===== src/rtl/bl_pkg.sv =====
package bl_pkg;
    localparam int unsigned BL_W      = 12;
    localparam int unsigned BL_BANKS  = 2;

    typedef enum logic {
        PATH_BANK2 = 1'b0,
        PATH_BANK1 = 1'b1
    } path_sel_e;

    typedef enum logic [0:0] {
        BANK1 = 1'b0,
        BANK2 = 1'b1
    } bank_e;

    function automatic logic drive_of(input logic oe_n);
        return ~oe_n;
    endfunction
endpackage


===== src/rtl/bl_stage.sv =====
module bl_stage #(
    parameter int unsigned W = bl_pkg::BL_W
) (
    input  logic         clk,
    input  logic         rst,
    input  logic         en,
    input  logic [W-1:0] d,
    output logic [W-1:0] q
);
    logic [W-1:0] held;

    always_ff @(posedge clk) begin
        if (rst) begin
            held <= '0;
        end else if (en) begin
            held <= d;
        end
    end

    always_comb begin
        q = en ? d : held;
    end
endmodule


===== src/rtl/bl_gate.sv =====
module bl_gate #(
    parameter int unsigned W = bl_pkg::BL_W
) (
    input  logic         oe_n,
    input  logic [W-1:0] val,
    output logic [W-1:0] dout,
    output logic         drive
);
    import bl_pkg::*;

    always_comb begin
        drive = drive_of(oe_n);
        dout  = drive ? val : '0;
    end
endmodule


===== src/rtl/bl_b2a.sv =====
module bl_b2a #(
    parameter int unsigned W = bl_pkg::BL_W
) (
    input  logic         clk,
    input  logic         rst,
    input  logic         sel,
    input  logic         le1,
    input  logic         le2,
    input  logic         oe_n,
    input  logic [W-1:0] b1,
    input  logic [W-1:0] b2,
    output logic [W-1:0] dout,
    output logic         drive
);
    import bl_pkg::*;

    logic [W-1:0] q1, q2, picked;
    path_sel_e    path;

    bl_stage #(.W(W)) u_st1 (.clk(clk), .rst(rst), .en(le1), .d(b1), .q(q1));
    bl_stage #(.W(W)) u_st2 (.clk(clk), .rst(rst), .en(le2), .d(b2), .q(q2));

    always_comb begin
        path = path_sel_e'(sel);
        unique case (path)
            PATH_BANK1: picked = q1;
            PATH_BANK2: picked = q2;
            default:    picked = q2;
        endcase
    end

    bl_gate #(.W(W)) u_gate (.oe_n(oe_n), .val(picked), .dout(dout), .drive(drive));
endmodule


===== src/rtl/bl_a2b.sv =====
module bl_a2b #(
    parameter int unsigned W     = bl_pkg::BL_W,
    parameter int unsigned BANKS = bl_pkg::BL_BANKS
) (
    input  logic                    clk,
    input  logic                    rst,
    input  logic [W-1:0]            a,
    input  logic [BANKS-1:0]        le,
    input  logic [BANKS-1:0]        oe_n,
    output logic [BANKS-1:0][W-1:0] dout,
    output logic [BANKS-1:0]        drive
);
    for (genvar g = 0; g < BANKS; g++) begin : g_bank
        logic [W-1:0] q;
        bl_stage #(.W(W)) u_st (
            .clk(clk), .rst(rst), .en(le[g]), .d(a), .q(q)
        );
        bl_gate #(.W(W)) u_gate (
            .oe_n(oe_n[g]), .val(q), .dout(dout[g]), .drive(drive[g])
        );
    end
endmodule


===== src/rtl/bl_mux_latch.sv =====
module bl_mux_latch #(
    parameter int unsigned W = bl_pkg::BL_W
) (
    input  logic         clk,
    input  logic         rst,
    input  logic         sel,
    input  logic         le_b1,
    input  logic         le_b2,
    input  logic         le_a1,
    input  logic         le_a2,
    input  logic         oe_a_n,
    input  logic         oe_b1_n,
    input  logic         oe_b2_n,
    input  logic [W-1:0] a_din,
    output logic [W-1:0] a_dout,
    output logic         a_drive,
    input  logic [W-1:0] b1_din,
    output logic [W-1:0] b1_dout,
    output logic         b1_drive,
    input  logic [W-1:0] b2_din,
    output logic [W-1:0] b2_dout,
    output logic         b2_drive
);
    import bl_pkg::*;

    localparam int unsigned NB = BL_BANKS;

    logic [NB-1:0][W-1:0] bank_dout;
    logic [NB-1:0]        bank_drive;

    bl_b2a #(.W(W)) u_b2a (
        .clk(clk), .rst(rst), .sel(sel), .le1(le_b1), .le2(le_b2),
        .oe_n(oe_a_n), .b1(b1_din), .b2(b2_din),
        .dout(a_dout), .drive(a_drive)
    );

    bl_a2b #(.W(W), .BANKS(NB)) u_a2b (
        .clk(clk), .rst(rst), .a(a_din),
        .le({le_a2, le_a1}), .oe_n({oe_b2_n, oe_b1_n}),
        .dout(bank_dout), .drive(bank_drive)
    );

    always_comb begin
        b1_dout  = bank_dout[BANK1];
        b1_drive = bank_drive[BANK1];
        b2_dout  = bank_dout[BANK2];
        b2_drive = bank_drive[BANK2];
    end
endmodule


===== config.mk =====
export PLATFORM = sky130hd
export DESIGN_NAME = bl_mux_latch
export DESIGN_NICKNAME = d
export VERILOG_FILES = /design/src/rtl/bl_pkg.sv /design/src/rtl/bl_stage.sv /design/src/rtl/bl_gate.sv /design/src/rtl/bl_b2a.sv /design/src/rtl/bl_a2b.sv /design/src/rtl/bl_mux_latch.sv
export SDC_FILE = /design/constraint.sdc
export NUM_CORES = 1
export LEC_CHECK = 0
export ABC_AREA = 1
export BUFFER_PORTS_ARGS = -buffer_cell sky130_fd_sc_hd__buf_2
export CAP_MARGIN = 10
export CORE_MARGIN = 2
export CORE_UTILIZATION = 47
export DETAILED_ROUTE_END_ITERATION = 12
export HOLD_SLACK_MARGIN = 0.15
export PLACE_DENSITY = 0.84
export SETUP_SLACK_MARGIN = 0.4
export SLEW_MARGIN = 20
export SYNTH_ARGS = -nofsm -noshare
export SYNTH_HDL_FRONTEND = slang
export SYNTH_SLANG_ARGS = --single-unit

===== constraint.sdc =====
create_clock -name clk -period 0.9 [get_ports clk]
set_input_delay 0.135 -clock clk [delete_from_list [all_inputs] [get_ports clk]]
set_output_delay 0.135 -clock clk [all_outputs]
set_load 0.01 [all_outputs]

==> out/results.txt, run 1 <==
Netlist cell types - 12
f_max - 800 MHz
WL/cell - 16.6 um
syn nets - 358
RSZ-0062 raised after global routing - true
Critical Path Most Common Cell - nor2_2
num rows - 24
Fill cells - 199
Syn Inst Count - 312
Initial Utilization - 48.2%
crit-path max cell delay - 340 ps
largest family of logic cells by synthesized area - simple AND/OR/NAND/NOR gates
First-pass DRT Iterations - 4
final worst setup slack - -350 ps
VDD IR max - 0.988 mV
commonest cells in the netlist - nand2_1 (96), nor2_1 (72), dfxtp_1 (48), a21oi_1 (24), o21ai_0 (24)
Hold Violations, Final - 0
Clock Sinks - 48
1st-iter DRT viols - 167
largest net degree at the start of global routing - 33
layout cells sized above 1 - 69.6%
CP Capture Type - output pin
Syn-to-layout area delta - 82.5%
area share of xor/xnor cells in the synthesized design - 0%
Die W - 70.3 um
crit share post-route - 139%
Synth Flop Type - dfxtp_1
dominant cell type by area after synthesis - dfxtp_1
Slowest cell on crit path - dfxtp_2
H-tree depth - 2
Inst Count DP - 477
Die Ht - 70.3 um
Critical Path Fanout Max - 2
CTS Buffer Depth - 2
synthesized-area fraction occupied by adder cells - 0%
register area share after synthesis - 46.5%
DP HPWL - 3.93 mm
Compound-Gate Fraction of Synth Area - 11.6%
Cell Area, Placed - 0.00292 mm^2
Internal - 3.83 mW
sequential share of power - 43.3%
power consumption - 5.41 mW
CTS root buffer - clkbuf_8
vias in the first global route - 2418
port bufs - 84
Leakage - 1.88 nW
switching share of power - 29.2%
CP cell instances - nand2_2 > nand2_1 > nor2_2 > nor2_2 > buf_2
number of synthesized register bits - 48
sw power - 1.58 mW
clock network fraction of total power - 29.1%
Rel. slew slack - 76.9%
vias - 2663
required time at the worst-slack endpoint - 760 ps
fin crit period - 1250 ps
post-synthesis mux area share - 0%
clk_skew - 0 ps
drt drc - 0
die area - 0.00495 mm^2
status - complete, but fails checks
yosys warns - 0
PwrDens - 1430 mW/mm^2
# setup viols final - 39
CTS tree - yes
initial antenna violation count - 0
gr usage total - 27.8%
final slew viol count - 0
share of the synthesized area in the top cell type - 46.5%
CTS buffer count - 5
critical path class - register to output pin
Hold Crit Class - input port to register
Routed WL - 8.45 mm
Non-Filler Instances - 509
grt ovf - 0
most numerous cell in the Yosys netlist - nand2_1
Final Cell Area - 0.00377 mm^2
Reg clk slew, reported paths - 100 ps
global-route wire length before repair - 11.0 mm
EDFF count, synth - 0
WP data arrival - 1110 ps
FFs w/ async S/R, synth - 0%
Post-Syn Area - 0.00207 mm^2
Gate power share - 27.6%
final net count - 502
DRT antenna net count - 0
RePlAce Congestion - 0.812
max-cap viol count - 0
number of diodes - 0
synth top area cells - dfxtp_1 (46%), nand2_1 (17%), nor2_1 (13%), a21oi_1 (5.8%), o21ai_0 (5.8%)
worst slew pin tran - 347 ps
Startpoint Class - register
Via-to-Cell Ratio - 5.23
CORE AREA - 0.00429 mm^2
mean area per synthesized cell - 6.63 um^2
Clk Latency, worst-skew pair - 300 ps
simple-gate share of the synthesized area - 33.4%
violated checks - negative setup slack
Ports - 85
[cell type report]
cell class                 count  area, um^2  area share, %
clock buffer                   6        72.6           1.92
inverter                      18         100           2.65
tap                           52        65.1           1.72
timing repair buffer         155        1190           31.6
clock inverter                 2        35.0          0.928
sequential                    48        1010           26.8
multi-input combinational    228        1300           34.4
[metrics by stage]
step	TNS, ps	util (%)	worst slack (ps)	hold slack, ps
2_1_floorplan	0	-	163	289
3_3_place_gp	-5990	67.9	-207	411
3_5_place_dp	-6530	67.9	-245	417
4_1_cts	-7520	80.4	-296	89.7
5_1_grt	-10230	87.9	-396	94.5
6_report	-8660	87.9	-350	94.2
[path summary, 6_finish.rpt]
| path | startpoint | end | slack, ps | cells past startpoint |
|---|---|---|---|---|
| worst max-delay path | u_b2a.u_st1.held[6] | a_dout[6] | -350 | 5 |
| worst min-delay path | b1_din[9] | u_b2a.u_st1.held[9] | 90 | 3 |
| worst max register to register | u_b2a.u_st1.held[5] | u_b2a.u_st1.held[5] | -180 | 7 |
| worst min register to register | u_b2a.u_st2.held[8] | u_b2a.u_st2.held[8] | 470 | 2 |
[worst max-delay path: cells and delay by family (launching register included)]
kind	cells	cell delay, ps
flip-flops	1	340
buffers and inverters	1	140
AND/OR/NAND/NOR	4	330
[cell families after synthesis]
family | after synthesis
compound gates | 48
buf+inv | 36
flops | 48
simple gates | 180
[placed cells by master, fill, tap and decap left out, types with 2 or more instances in the layout]
cell,netlist,layout
dfxtp_2,0,39
buf_16,0,2
nand2_1,96,63
nand3_2,0,9
o21ai_2,0,23
dfxtp_1,48,9
a21oi_2,0,19
nor2_2,0,26
nor2_1,72,45
nand3_1,12,3
buf_6,3,28
buf_12,0,5
clkinv_4,0,2
a21oi_1,24,5
buf_2,12,75
inv_1,16,13
buf_4,1,44
nand2_2,0,33
clkbuf_8,0,5
[routing by layer]
metal  up-vias  routed length, um  GRT usage, %
li1       1263                  -             -
met1      1249               3250          34.2
met2       135               4460          49.0
met3        16                560          4.47
met4         0                184          9.19
met5         -                  0             0
[power by group through the flow]
stage | clock (mW) | combinational, mW | sequential [mW]
5_1_grt | 1.67 | 1.58 | 2.35
4_1_cts | 1.56 | 1.25 | 2.31
6_report | 1.57 | 1.49 | 2.34
3_5_place_dp | 0 | 1.03 | 2.34
3_3_place_gp | 0 | 1.01 | 2.34
2_1_floorplan | 0 | 0.585 | 2.33
[sequential cells by signal, indices dropped and copies added (netlist names)]
signal / flops
u_a2b.g_bank.u_st.held: 24
u_b2a.u_st1.held: 12
u_b2a.u_st2.held: 12
[timing repair]
action                                  in CTS  in global routing
gates resized for setup                     86                 92
endpoints found under the setup margin      87                 87
buffers inserted                            13                  8
cloned                                       2                  1
endpoints found under the hold margin       16                 11
pin swaps                                   18                 31
Note: power is estimated with default switching activity, not from simulation.
==> run 2, diff against run 1 <==
==> constraint.sdc (replaced) <==
create_clock -name clk -period 0.9 [get_ports clk]
set_input_delay 0 -clock clk [delete_from_list [all_inputs] [get_ports clk]]
set_output_delay 0 -clock clk [all_outputs]
set_load 0.01 [all_outputs]
==> run 2 against run 1 <==
The flow finishes with violations (negative hold slack, negative setup slack). Non-clock buffer count fell by 51. Die area did not move. Setup slack improved by 150 ps. Core utilization fell by 16 points. Combinational power fell by 27%. Critical path depth did not move. Clock skew did not move. Register-to-register slack improved by 280 ps. Critical path type unchanged. Critical endpoint is now a_dout[9].
==> out/results.txt, run 2 (synthesized netlist as in run 1, its figures left out) <==
power consumption - 4.66 mW (-14%)
initial antenna violation count - 0 (unchanged)
Hold Crit Class - input port to register
vias in the first global route - 1916 (-21%)
First-pass DRT Iterations - 4 (unchanged)
H-tree depth - 2 (unchanged)
Clk Latency, worst-skew pair - 300 ps (about the same)
Hold Violations, Final - 12 (+12)
die area - 0.00495 mm^2 (unchanged)
Regs by FF count - u_a2b.g_bank.u_st.held (24), u_b2a.u_st1.held (12), u_b2a.u_st2.held (12)
max reg flops - 24 (unchanged)
Initial Utilization - 48.2% (unchanged)
critical path class - register to output pin
final worst setup slack - -202 ps (+147 ps)
CORE AREA - 0.00429 mm^2 (unchanged)
gr usage total - 21.5% (-6.2 points)
Ports - 85 (unchanged)
crit-path max cell delay - 310 ps (-30 ps)
Most flops, register - u_a2b.g_bank.u_st.held
multi-input logic area - 0.00123 mm^2 (-5.7%)
CP Capture Type - output pin
RePlAce Congestion - 0.842 (+3.7%)
port bufs - 84 (unchanged)
Cell Area, Placed - 0.00255 mm^2 (-13%)
Layout Utilization - 71.6% (-16 points)
Syn-to-layout area delta - 48.6%
Slowest cell on crit path - dfxtp_1
layout cells sized above 1 - 55.0% (-15 points)
clk_skew - 0 ps (unchanged)
# setup viols final - 36 (-7.7%)
CP cell instances - nand2_1 > nand3_1 > nand2_1 > nor2_2 > buf_2
max-cap viol count - 0 (unchanged)
Critical Path Most Common Cell - nand2_1
RSZ-0062 raised after global routing - true
Hold Crit Depth - 3 (unchanged)
Startpoint Class - register
CTS tree - yes
WP data arrival - 1100 ps (about the same)
commonest non-fill, non-tap cell in the layout - buf_2
global-route wire length before repair - 8.58 mm (-22%)
final slew viol count - 0 (unchanged)
Clock Sinks - 48 (unchanged)
Rel. slew slack - 65.5% (-11 points)
f_max - 907 MHz (+13%)
grt ovf - 0 (unchanged)
Final Cell Area - 0.00307 mm^2 (-19%)
number of diodes - 0 (unchanged)
Die Ht - 70.3 um (unchanged)
WL/cell - 13.0 um (-22%)
largest net degree at the start of global routing - 49 (+48%)
num rows - 24 (unchanged)
vias - 2297 (-14%)
Routed WL - 5.95 mm (-30%)
CTS buffer count - 5 (unchanged)
status - complete, but fails checks
1st-iter DRT viols - 136 (-19%)
Fill cells - 308 (+55%)
register area - 992 um^2 (-1.7%)
crit share post-route - 122% (-16 points)
DP HPWL - 3.68 mm (-6.2%)
Reg clk slew, reported paths - 90 ps (about the same)
number of cells on the worst reg-to-reg path - 4 (-3)
final net count - 452 (-10%)
Via-to-Cell Ratio - 5.00 (-4.3%)
worst slew pin tran - 517 ps (+170 ps)
Die W - 70.3 um (unchanged)
VDD IR max - 1.16 mV (+17%)
drt drc - 0 (unchanged)
DRT antenna net count - 0 (unchanged)
hold slack - -37.0 ps (-131 ps)
PwrDens - 1520 mW/mm^2 (+5.9%)
Leakage - 1.53 nW (-18%)
CTS root buffer - clkbuf_8
violated checks - negative hold slack, negative setup slack
Critical Path Fanout Max - 2 (unchanged)
CTS Buffer Depth - 2 (unchanged)
commonest non-fill, non-tap cells in the layout - buf_2 (83), nand2_1 (76), nor2_1 (49), dfxtp_2 (25), o21ai_2 (24)
fin crit period - 1100 ps (-147 ps)
required time at the worst-slack endpoint - 900 ps (+140 ps)
[run 2: cell types whose count changed in the layout (fill, tap and decap cells not counted), moves of 8 or more]
cell     delta
dfxtp_2    -14
buf_6      -24
dfxtp_1    +14
nand2_2    -13
nor2_2      -8
buf_2       +8
nand2_1    +13
buf_4      -30
[run 2: per-stage QoR]
| stage | std cells | setup slack (ps) | TNS (ps) |
|---|---|---|---|
| finish | 459 | -202 | -3030 |
| global route | 459 | -255 | -4840 |
| CTS | 451 | -175 | -2500 |
| detailed placement | 435 | 41.9 | 0 |
| global placement | 435 | 68.2 | 0 |
| floorplan | 312 | 320 | 0 |
[run 2: critical path: cells and delay by family, from the launching register on]
| family | cells | cell delay, ps |
|---|---|---|
| buffers and inverters | 1 | 160 |
| and+or+nand+nor | 4 | 340 |
| DFF | 1 | 310 |
[run 2: worst paths after layout]
kind	from	endpoint	slack, ps
max	u_b2a.u_st2.held[9]	a_dout[9]	-200
min reg2reg	u_b2a.u_st1.held[10]	u_b2a.u_st1.held[10]	460
min	b1_din[1]	u_b2a.u_st1.held[1]	-40
max reg2reg	u_a2b.g_bank[1].u_st.held[0]	u_a2b.g_bank[1].u_st.held[0]	100
[run 2: area by class of cell]
| type | count | share of cell area (%) |
|---|---|---|
| multi-input cells | 228 | 39.9 |
| flip-flops and latches | 48 | 32.3 |
| repair buffers | 104 | 20.4 |
| clock buffers | 7 | 2.48 |
| inverters | 18 | 2.32 |
| well taps | 52 | 2.12 |
| clock inverters | 1 | 0.285 |
| repair inverters | 1 | 0.244 |
[run 2: routing by layer]
layer | global-route usage [%] | part of all wire, % | up-vias
met5 | 0 | 0 | -
met4 | 7.26 | 1.6 | 0
met3 | 4.47 | 4.2 | 10
met2 | 32.7 | 49 | 60
met1 | 30.3 | 45 | 1060
li1 | - | - | 1167
[run 2: repair_timing]
| action | 4_1_cts | 5_1_grt |
|---|---|---|
| resized for setup | 40 | 69 |
| setup endpoints to repair | 85 | 84 |
| buffers inserted | 7 | 8 |
| gates cloned | 1 | 0 |
| hold endpoints to repair | 48 | 38 |
| pin swaps | 3 | 18 |
[run 2: report_power, final]
group	switching [mW]	internal (mW)	leakage, nW
Clock	0.697	0.556	0.0424
Sequential	0.0530	2.27	0.406
Combinational	0.625	0.464	1.08
